$ cat config.mk
export PLATFORM = sky130hd
export DESIGN_NAME = qmove_core
export DESIGN_NICKNAME = d
export VERILOG_FILES = /design/src/rtl/qmove_pkg.sv /design/src/rtl/qmove_phase.sv /design/src/rtl/qmove_decode.sv /design/src/rtl/qmove_datapath.sv /design/src/rtl/qmove_core.sv
export SDC_FILE = /design/constraint.sdc
export NUM_CORES = 1
export LEC_CHECK = 0
export ABC_AREA = 1
export BUFFER_PORTS_ARGS = -buffer_cell sky130_fd_sc_hd__buf_2
export CORE_UTILIZATION = 53
export CTS_CLUSTER_SIZE = 12
export DETAILED_ROUTE_END_ITERATION = 7
export GPL_TIMING_DRIVEN = 0
export PLACE_DENSITY_LB_ADDON = 0.25
export SYNTH_ARGS = -nofsm -noshare
export SYNTH_HDL_FRONTEND = slang
export SYNTH_SLANG_ARGS = --single-unit
$ cat constraint.sdc
create_clock -name clk -period 2.4 [get_ports clk]
set_input_delay 0.48 -clock clk [delete_from_list [all_inputs] [get_ports clk]]
set_output_delay 0.48 -clock clk [all_outputs]
set_load 0.05 [all_outputs]
$ cat src/rtl/qmove_pkg.sv
// Shared types and opcode classification for the quad-phase move executor.
// Assumes 16-bit instruction words and an 8-bit working register.
package qmove_pkg;

    localparam int IWORD_W = 16;
    localparam int BYTE_W  = 8;

    localparam logic [7:0] LDLIT_PREFIX = 8'h0E;
    localparam logic [6:0] STW_PREFIX   = 7'b0110111;

    typedef enum logic [1:0] {
        PH_Q1 = 2'd0,
        PH_Q2 = 2'd1,
        PH_Q3 = 2'd2,
        PH_Q4 = 2'd3
    } phase_t;

    typedef enum logic [1:0] {
        OP_NOP   = 2'd0,
        OP_LDLIT = 2'd1,
        OP_STW   = 2'd2
    } op_kind_t;

    // Maps an instruction word to the operation it performs.
    function automatic op_kind_t classify(input logic [IWORD_W-1:0] word);
        if (word[15:8] == LDLIT_PREFIX)
            return OP_LDLIT;
        else if (word[15:9] == STW_PREFIX)
            return OP_STW;
        else
            return OP_NOP;
    endfunction

endpackage

$ cat src/rtl/qmove_phase.sv
// Free-running four-phase sequencer. Assumes nothing about its inputs:
// synchronous active-low reset returns it to Q1, and it advances every clock.
module qmove_phase
    import qmove_pkg::*;
(
    input  logic   clk,
    input  logic   rst_n,
    output phase_t phase_o
);

    phase_t phase_q;

    // Advance one phase per clock, wrapping Q4 back to Q1.
    always_ff @(posedge clk) begin
        if (!rst_n)
            phase_q <= PH_Q1;
        else
            phase_q <= phase_t'(phase_q + 2'd1);
    end

    assign phase_o = phase_q;

    // Q1 can only follow Q4.
    p_no_early_wrap_r2: assert property (@(posedge clk) disable iff (!rst_n)
        (phase_q != PH_Q4) |=> (phase_q != PH_Q1));

endmodule

$ cat src/rtl/qmove_decode.sv
// Instruction capture and decode. Latches the word only at the end of Q1.
// An unqualified word is replaced by zero, which decodes as a no-op.
// Assumes the phase input comes from qmove_phase.
module qmove_decode
    import qmove_pkg::*;
(
    input  logic                clk,
    input  logic                rst_n,
    input  phase_t              phase_i,
    input  logic [IWORD_W-1:0]  instr_i,
    input  logic                valid_i,
    output op_kind_t            kind_o,
    output logic [BYTE_W-1:0]   lit_o,
    output logic [BYTE_W-1:0]   fsel_o,
    output logic                bank_o
);

    logic [IWORD_W-1:0] ir_q;
    op_kind_t           kind_q;
    logic [IWORD_W-1:0] ir_next;

    // Replace an unqualified word with zero before it is stored.
    always_comb begin
        ir_next = valid_i ? instr_i : '0;
    end

    // Capture the word and its class at the Q1 boundary only.
    always_ff @(posedge clk) begin
        if (!rst_n) begin
            ir_q   <= '0;
            kind_q <= OP_NOP;
        end else if (phase_i == PH_Q1) begin
            ir_q   <= ir_next;
            kind_q <= classify(ir_next);
        end
    end

    assign kind_o = kind_q;
    assign lit_o  = ir_q[7:0];
    assign fsel_o = ir_q[7:0];
    assign bank_o = ir_q[8];

    // the decoded operation is frozen outside the capture phase.
    p_hold_decode_r3: assert property (@(posedge clk) disable iff (!rst_n)
        (phase_i != PH_Q1) |=> ($stable(kind_q) && $stable(ir_q)));

endmodule

$ cat src/rtl/qmove_datapath.sv
// Operand, process and write-back stages for the two moves. Q2 reads the
// operand and samples the external address, Q3 passes the operand through,
// and Q4 writes the working register or drives the memory write port.
// Assumes phase and kind come from the sequencer and the decoder.
module qmove_datapath
    import qmove_pkg::*;
#(
    parameter int ADDR_W = 12
) (
    input  logic              clk,
    input  logic              rst_n,
    input  phase_t            phase_i,
    input  op_kind_t          kind_i,
    input  logic [BYTE_W-1:0] lit_i,
    input  logic [ADDR_W-1:0] eff_addr_i,
    output logic [BYTE_W-1:0] w_o,
    output logic [ADDR_W-1:0] mem_addr_o,
    output logic [BYTE_W-1:0] mem_wdata_o,
    output logic              mem_we_o
);

    logic [BYTE_W-1:0] w_q;
    logic [BYTE_W-1:0] opnd_q;
    logic [BYTE_W-1:0] res_q;
    logic [ADDR_W-1:0] addr_q;

    // Q2: read the literal or W, and sample the generated address.
    always_ff @(posedge clk) begin
        if (!rst_n) begin
            opnd_q <= '0;
            addr_q <= '0;
        end else if (phase_i == PH_Q2) begin
            opnd_q <= (kind_i == OP_LDLIT) ? lit_i : w_q;
            addr_q <= eff_addr_i;
        end
    end

    // Q3: the moves pass the operand through without modification.
    always_ff @(posedge clk) begin
        if (!rst_n)
            res_q <= '0;
        else if (phase_i == PH_Q3)
            res_q <= opnd_q;
    end

    // Q4: only a literal load updates the working register.
    always_ff @(posedge clk) begin
        if (!rst_n)
            w_q <= '0;
        else if (phase_i == PH_Q4 && kind_i == OP_LDLIT)
            w_q <= res_q;
    end

    assign w_o         = w_q;
    assign mem_addr_o  = addr_q;
    assign mem_wdata_o = res_q;
    assign mem_we_o    = (phase_i == PH_Q4) && (kind_i == OP_STW);

    // a write happens only in Q4.
    p_we_in_q4_r5: assert property (@(posedge clk) disable iff (!rst_n)
        mem_we_o |-> (phase_i == PH_Q4));

    // a write lasts a single clock.
    p_we_single_r5: assert property (@(posedge clk) disable iff (!rst_n)
        mem_we_o |=> !mem_we_o);

    // stored data equals the working register.
    p_wdata_is_w_r5: assert property (@(posedge clk) disable iff (!rst_n)
        mem_we_o |-> (mem_wdata_o == w_q));

    // W changes only at the Q4 edge of a load.
    p_w_only_load_r6: assert property (@(posedge clk) disable iff (!rst_n)
        !(phase_i == PH_Q4 && kind_i == OP_LDLIT) |=> $stable(w_q));

endmodule

$ cat src/rtl/qmove_core.sv
// Top of the quad-phase move executor: sequencer, decoder and datapath.
// Assumes an external address generator turns fsel_o/bank_o into eff_addr_i
// before the end of Q2.
module qmove_core
    import qmove_pkg::*;
#(
    parameter int ADDR_W = 12
) (
    input  logic              clk,
    input  logic              rst_n,
    input  logic [15:0]       instr_i,
    input  logic              instr_valid_i,
    input  logic [ADDR_W-1:0] eff_addr_i,
    output logic [7:0]        fsel_o,
    output logic              bank_o,
    output logic [1:0]        phase_o,
    output logic [7:0]        w_o,
    output logic [ADDR_W-1:0] mem_addr_o,
    output logic [7:0]        mem_wdata_o,
    output logic              mem_we_o
);

    phase_t            phase;
    op_kind_t          kind;
    logic [BYTE_W-1:0] lit;

    qmove_phase u_phase (
        .clk     (clk),
        .rst_n   (rst_n),
        .phase_o (phase)
    );

    qmove_decode u_decode (
        .clk     (clk),
        .rst_n   (rst_n),
        .phase_i (phase),
        .instr_i (instr_i),
        .valid_i (instr_valid_i),
        .kind_o  (kind),
        .lit_o   (lit),
        .fsel_o  (fsel_o),
        .bank_o  (bank_o)
    );

    qmove_datapath #(.ADDR_W(ADDR_W)) u_datapath (
        .clk         (clk),
        .rst_n       (rst_n),
        .phase_i     (phase),
        .kind_i      (kind),
        .lit_i       (lit),
        .eff_addr_i  (eff_addr_i),
        .w_o         (w_o),
        .mem_addr_o  (mem_addr_o),
        .mem_wdata_o (mem_wdata_o),
        .mem_we_o    (mem_we_o)
    );

    assign phase_o = phase;

    // a capture with no valid strobe never produces a write.
    p_nop_no_write_r8: assert property (@(posedge clk) disable iff (!rst_n)
        (phase == PH_Q1 && !instr_valid_i) |=> ##2 !mem_we_o);

endmodule

### After elaboration in Yosys (flattened, before gate mapping)

Cells that the tools add are included.

| word-level totals | value |
|---|---|
| output and inout port bits | 40 |
| register bits | 49 |
| input bits | 31 |
| logic and storage cells | 22 |

| operators by class | value |
|---|---|
| equal/unequal tests | 7 |
| mux-type cells | 4 |
| $add $sub $neg | 1 |
| reductions and logical operators | 3 |

Operators by type and width:

| kind | number |
|---|---|
| $mux 16 | 1 |
| $eq 8x4->1 const B | 1 |
| $mux 8 | 1 |
| $eq 7x6->1 const B | 1 |
| $eq 2x2->1 const B | 3 |
| $eq 2x1->1 const B | 2 |
| $mux 2 | 2 |
| $add 2x1->2 const B | 1 |
| $logic_and 1x1->1 | 2 |
| $logic_not 2->1 | 1 |

### Depth between registers and ports, before layout

| depth | value |
|---|---|
| depth after elaboration | 4 |
| mapped depth | 7 |

### Hierarchy

Synthesis repeated with hierarchy kept, for this count alone.

| second synthesis, totals | value |
|---|---|
| cell total of the unflattened synthesis | 303 |
| area, all modules | 2,205.9 um2 |

Modules (own cells, without submodules):

| module | cells each | area each (um2) | sequential area each (um2) | times used |
|---|---|---|---|---|
| qmove_datapath | 215 | 1,556.5 | 720.7 | 1 |
| qmove_decode | 80 | 586.8 | 220.2 | 1 |
| qmove_phase | 8 | 62.6 | 40.0 | 1 |

### Least setup slack after synthesis

OpenSTA, ideal clock, no wires.

| timing path | value |
|---|---|
| path type | reg-to-output |
| from | reg u_phase.phase_q[0] (netlist: u_phase.phase_o[0]) |
| to | out mem_we_o |
| cell stages (with the launch flop) | 4 |
| path slack | -0.099 ns |
| arrival | 2.019 ns |
| data required time | 1.920 ns |
| cell sequence | dfxtp_1 > ha_1 > inv_1 > nor3_1 |

| between the ends | value |
|---|---|
| cells in the longest elaborated chain, start to end | 2 |

Ends and longest elaborated chain:

| element | line | text |
|---|---|---|
| start: declaration | qmove_phase.sv:11 | `phase_t phase_q;` |
| start signal: assignment | qmove_phase.sv:18 | `phase_q <= phase_t'(phase_q + 2'd1);` |
| $eq 2x2->1 | qmove_datapath.sv:57 | `assign mem_we_o = (phase_i == PH_Q4) && (kind_i == OP_STW);` |
| $logic_and 1x1->1 | qmove_datapath.sv:57 |  |
| end: declaration | qmove_core.sv:20 | `output logic mem_we_o` |

No other way between the ends.

### Final worst setup path

Same ends and word-level chain as after synthesis.

==> impl_metrics.tcl <==
set metrics [dict create \
    cts_tree "yes" \
    cts_root_buf "clkbuf_8" \
    core_area_mm2 0.00366 \
    grt_max_degree 16 \
    cts_resized 0 \
    postCtsSetupRepairBufs 0 \
    grt_setup_unrepaired "false" \
    synthToLayoutAreaGrowth_pct 26.4 \
    drive_above_1_share 0.303 \
    fin_skew_ns 0.0108 \
    r2r_setup_slack_ns 1.02 \
    grt-ovfl-total 0 \
    cap_viol_max_count 0 \
    timing.final.crit_period_ns 1.87 \
    setup_violations 0 \
    numCtsBuffers 5 \
    leakagePower_nw 1.32 \
    syn-num-nets 304 \
    post-route-drc-count 0 \
    stdcell_count 395 \
    diodes 0 \
    cp_max_fo 5 \
    antenna_found_initial 0 \
    start_util 0.554 \
    ys_ff_latch 49 \
    r2r-start "u_phase.phase_o[1]" \
    slew_headroom 0.742 \
    cts_max_level 2 \
    ctsHoldBuffers 0 \
    wl_per_cell_um 11.4 \
    endpoint "mem_we_o" \
    status "finished, final reports clean" \
    multi_input_area_um2 862 \
    post-route-period-util 0.781 \
    dr.pass1.iters 4 \
    totalWireLength_um 4520 \
    cp.arrival_ns 1.39 \
    ff2ff_path_depth 6 \
    yosysWarnings 0 \
    endpoint_kind "output pin" \
    nets 381 \
    cts.sinks 49 \
    synth.distinct_cells 25 \
    holdCritPathClass "primary input to flip-flop" \
    cp.required_ns 1.92 \
    postPlaceCellArea_mm2 0.00244 \
    max_freq_mhz 534 \
    path_clk_slew_ns 0.09 \
    ys_seq_area_frac 0.483 \
    cpPeakStageDelay_ns 0.40 \
    r2r_end "u_datapath.mem_addr_o[2]" \
    chipHeight_um 63.9 \
    worst_slew_pin_slew_ns 0.388 \
    path_class "flip-flop to output pin" \
    row_count 22 \
    n_fill_cell 321 \
    final_area_mm2 0.00256 \
    ant_nets 0 \
    synth_area_mm2 0.00203 \
    pwr_density_cell_mw_per_mm2 753 \
    die_x_um 63.9 \
    dp_slack_ns 0.885 \
    gp_congestion 0.814 \
    setup_ws_ns 0.527 \
    port_buffers 70 \
    clock_latency_ns 0.30 \
    syn-instance-count 269 \
    routed_via_density 4.81 \
    ir_drop_mv 0.479 \
    pin_count 71 \
    hold_viol_final 0 \
    dp.cells 387 \
    critical_path.slowest_cell "dfxtp_1" \
    maxSlewViolCount 0 \
    dp_hpwl_um 3260 \
    startpoint "u_phase.phase_o[0]" \
    finalHoldWorstSlack_ns 0.394 \
    fin_tns_setup_ns 0 \
    grt_pass1_vias 1713 \
    grtUsageTotal 0.238 \
    die-area_mm2 0.00408 \
    grt_pass1_wl_um 7620 \
    seqCellArea_um2 981 \
    start_kind "flip-flop" \
    path_cells "ha_1 > inv_1 > nor3_2 > buf_2" \
    vias 1898 \
    avgSynthCellArea_um2 7.54 \
    drt_iter0_drc 106 \
    cts_buffer_depth 2 \
]
[power by group]
group / leakage (nW) / switching (mW) / internal (mW)
clock: 0.0574 / 0.274 / 0.339
sequential: 0.401 / 0.0329 / 0.871
combinational: 0.858 / 0.298 / 0.117
[per-layer routing]
metal	vias to the layer above	global-route usage	routed length, µm
li1	1002	-	-
met1	831	0.299	2090
met2	59	0.404	2140
met3	6	0.0536	233
met4	0	0.0682	53
met5	-	0	0
[cell usage after synthesis, drive strengths merged]
cell / n / area share
a21oi: 13 / 0.036
buf: 10 / 0.035
clkbuf: 3 / 0.0062
dfxtp: 49 / 0.48
ha: 4 / 0.025
inv: 29 / 0.054
nand2: 28 / 0.057
nand3: 11 / 0.030
nor2: 74 / 0.14
nor3: 1 / 0.0025
o211ai: 8 / 0.030
o21ai: 30 / 0.074
or2: 9 / 0.028
[worst min path at each step]
stage | from | end | depth (start not counted)
floorplan | u_datapath.opnd_q[7] | u_datapath.mem_wdata_o[7] | 2
global placement | u_datapath.opnd_q[7] | u_datapath.mem_wdata_o[7] | 2
detailed placement | u_datapath.opnd_q[7] | u_datapath.mem_wdata_o[7] | 2
CTS | eff_addr_i[9] | u_datapath.mem_addr_o[9] | 3
global route | eff_addr_i[8] | u_datapath.mem_addr_o[8] | 3
finish | eff_addr_i[9] | u_datapath.mem_addr_o[9] | 3
[metrics by stage]
step	utilization	power, mW
2_1_floorplan	-	1.23
3_3_place_gp	0.668	1.33
3_5_place_dp	0.668	1.34
4_1_cts	0.701	1.93
5_1_grt	0.701	2.01
6_report	0.701	1.93
[final cells by class]
| class | count | area share |
|---|---|---|
| tap | 48 | 0.0234 |
| multi-input combinational | 178 | 0.336 |
| clock inverter | 2 | 0.0146 |
| clock buffer | 6 | 0.0322 |
| inverter | 29 | 0.0424 |
| buffer | 13 | 0.0322 |
| sequential | 49 | 0.382 |
| timing repair buffer | 70 | 0.137 |
[flip-flops by register name (all words and copies together) (netlist names)]
| signal | flops |
|---|---|
| u_phase.phase_o | 2 |
| u_datapath.w_o | 8 |
| u_datapath.opnd_q | 8 |
| u_datapath.mem_wdata_o | 8 |
| u_datapath.mem_addr_o | 12 |
| u_decode.kind_o | 2 |
| u_decode.ir_q | 9 |
[critical path, delay by kind of cell, from the launching register on]
family                   cells  cell delay, ns
AND/OR/NAND/NOR              1            0.15
buffers and inverters        2            0.37
adder cells (fa/ha/maj)      1            0.17
flip-flops                   1            0.40
[cells by family (layout without fill, tap and decap cells)]
logic type / Yosys count / count (layout) / share of synthesized area
adder cells (fa/ha/maj): 4 / 4 / 0.0247
buffers and inverters: 42 / 120 / 0.0943
flip-flops: 49 / 49 / 0.483
AND/OR/NAND/NOR: 123 / 123 / 0.258
AO/OA/AOI/OAI: 51 / 51 / 0.139
[cells in the final DEF, fill, tap and decap left out, types with 3 or more instances in the layout]
master	synthesis	layout
a21oi_1	11	11
buf_2	5	75
buf_6	3	3
clkbuf_8	0	6
dfxtp_1	49	49
ha_1	4	4
inv_1	27	27
nand2_1	26	26
nand3_1	10	10
nor2_1	72	72
o211ai_1	8	8
o21ai_0	30	30
or2_2	7	7
Note: power is estimated with default switching activity, not from simulation.
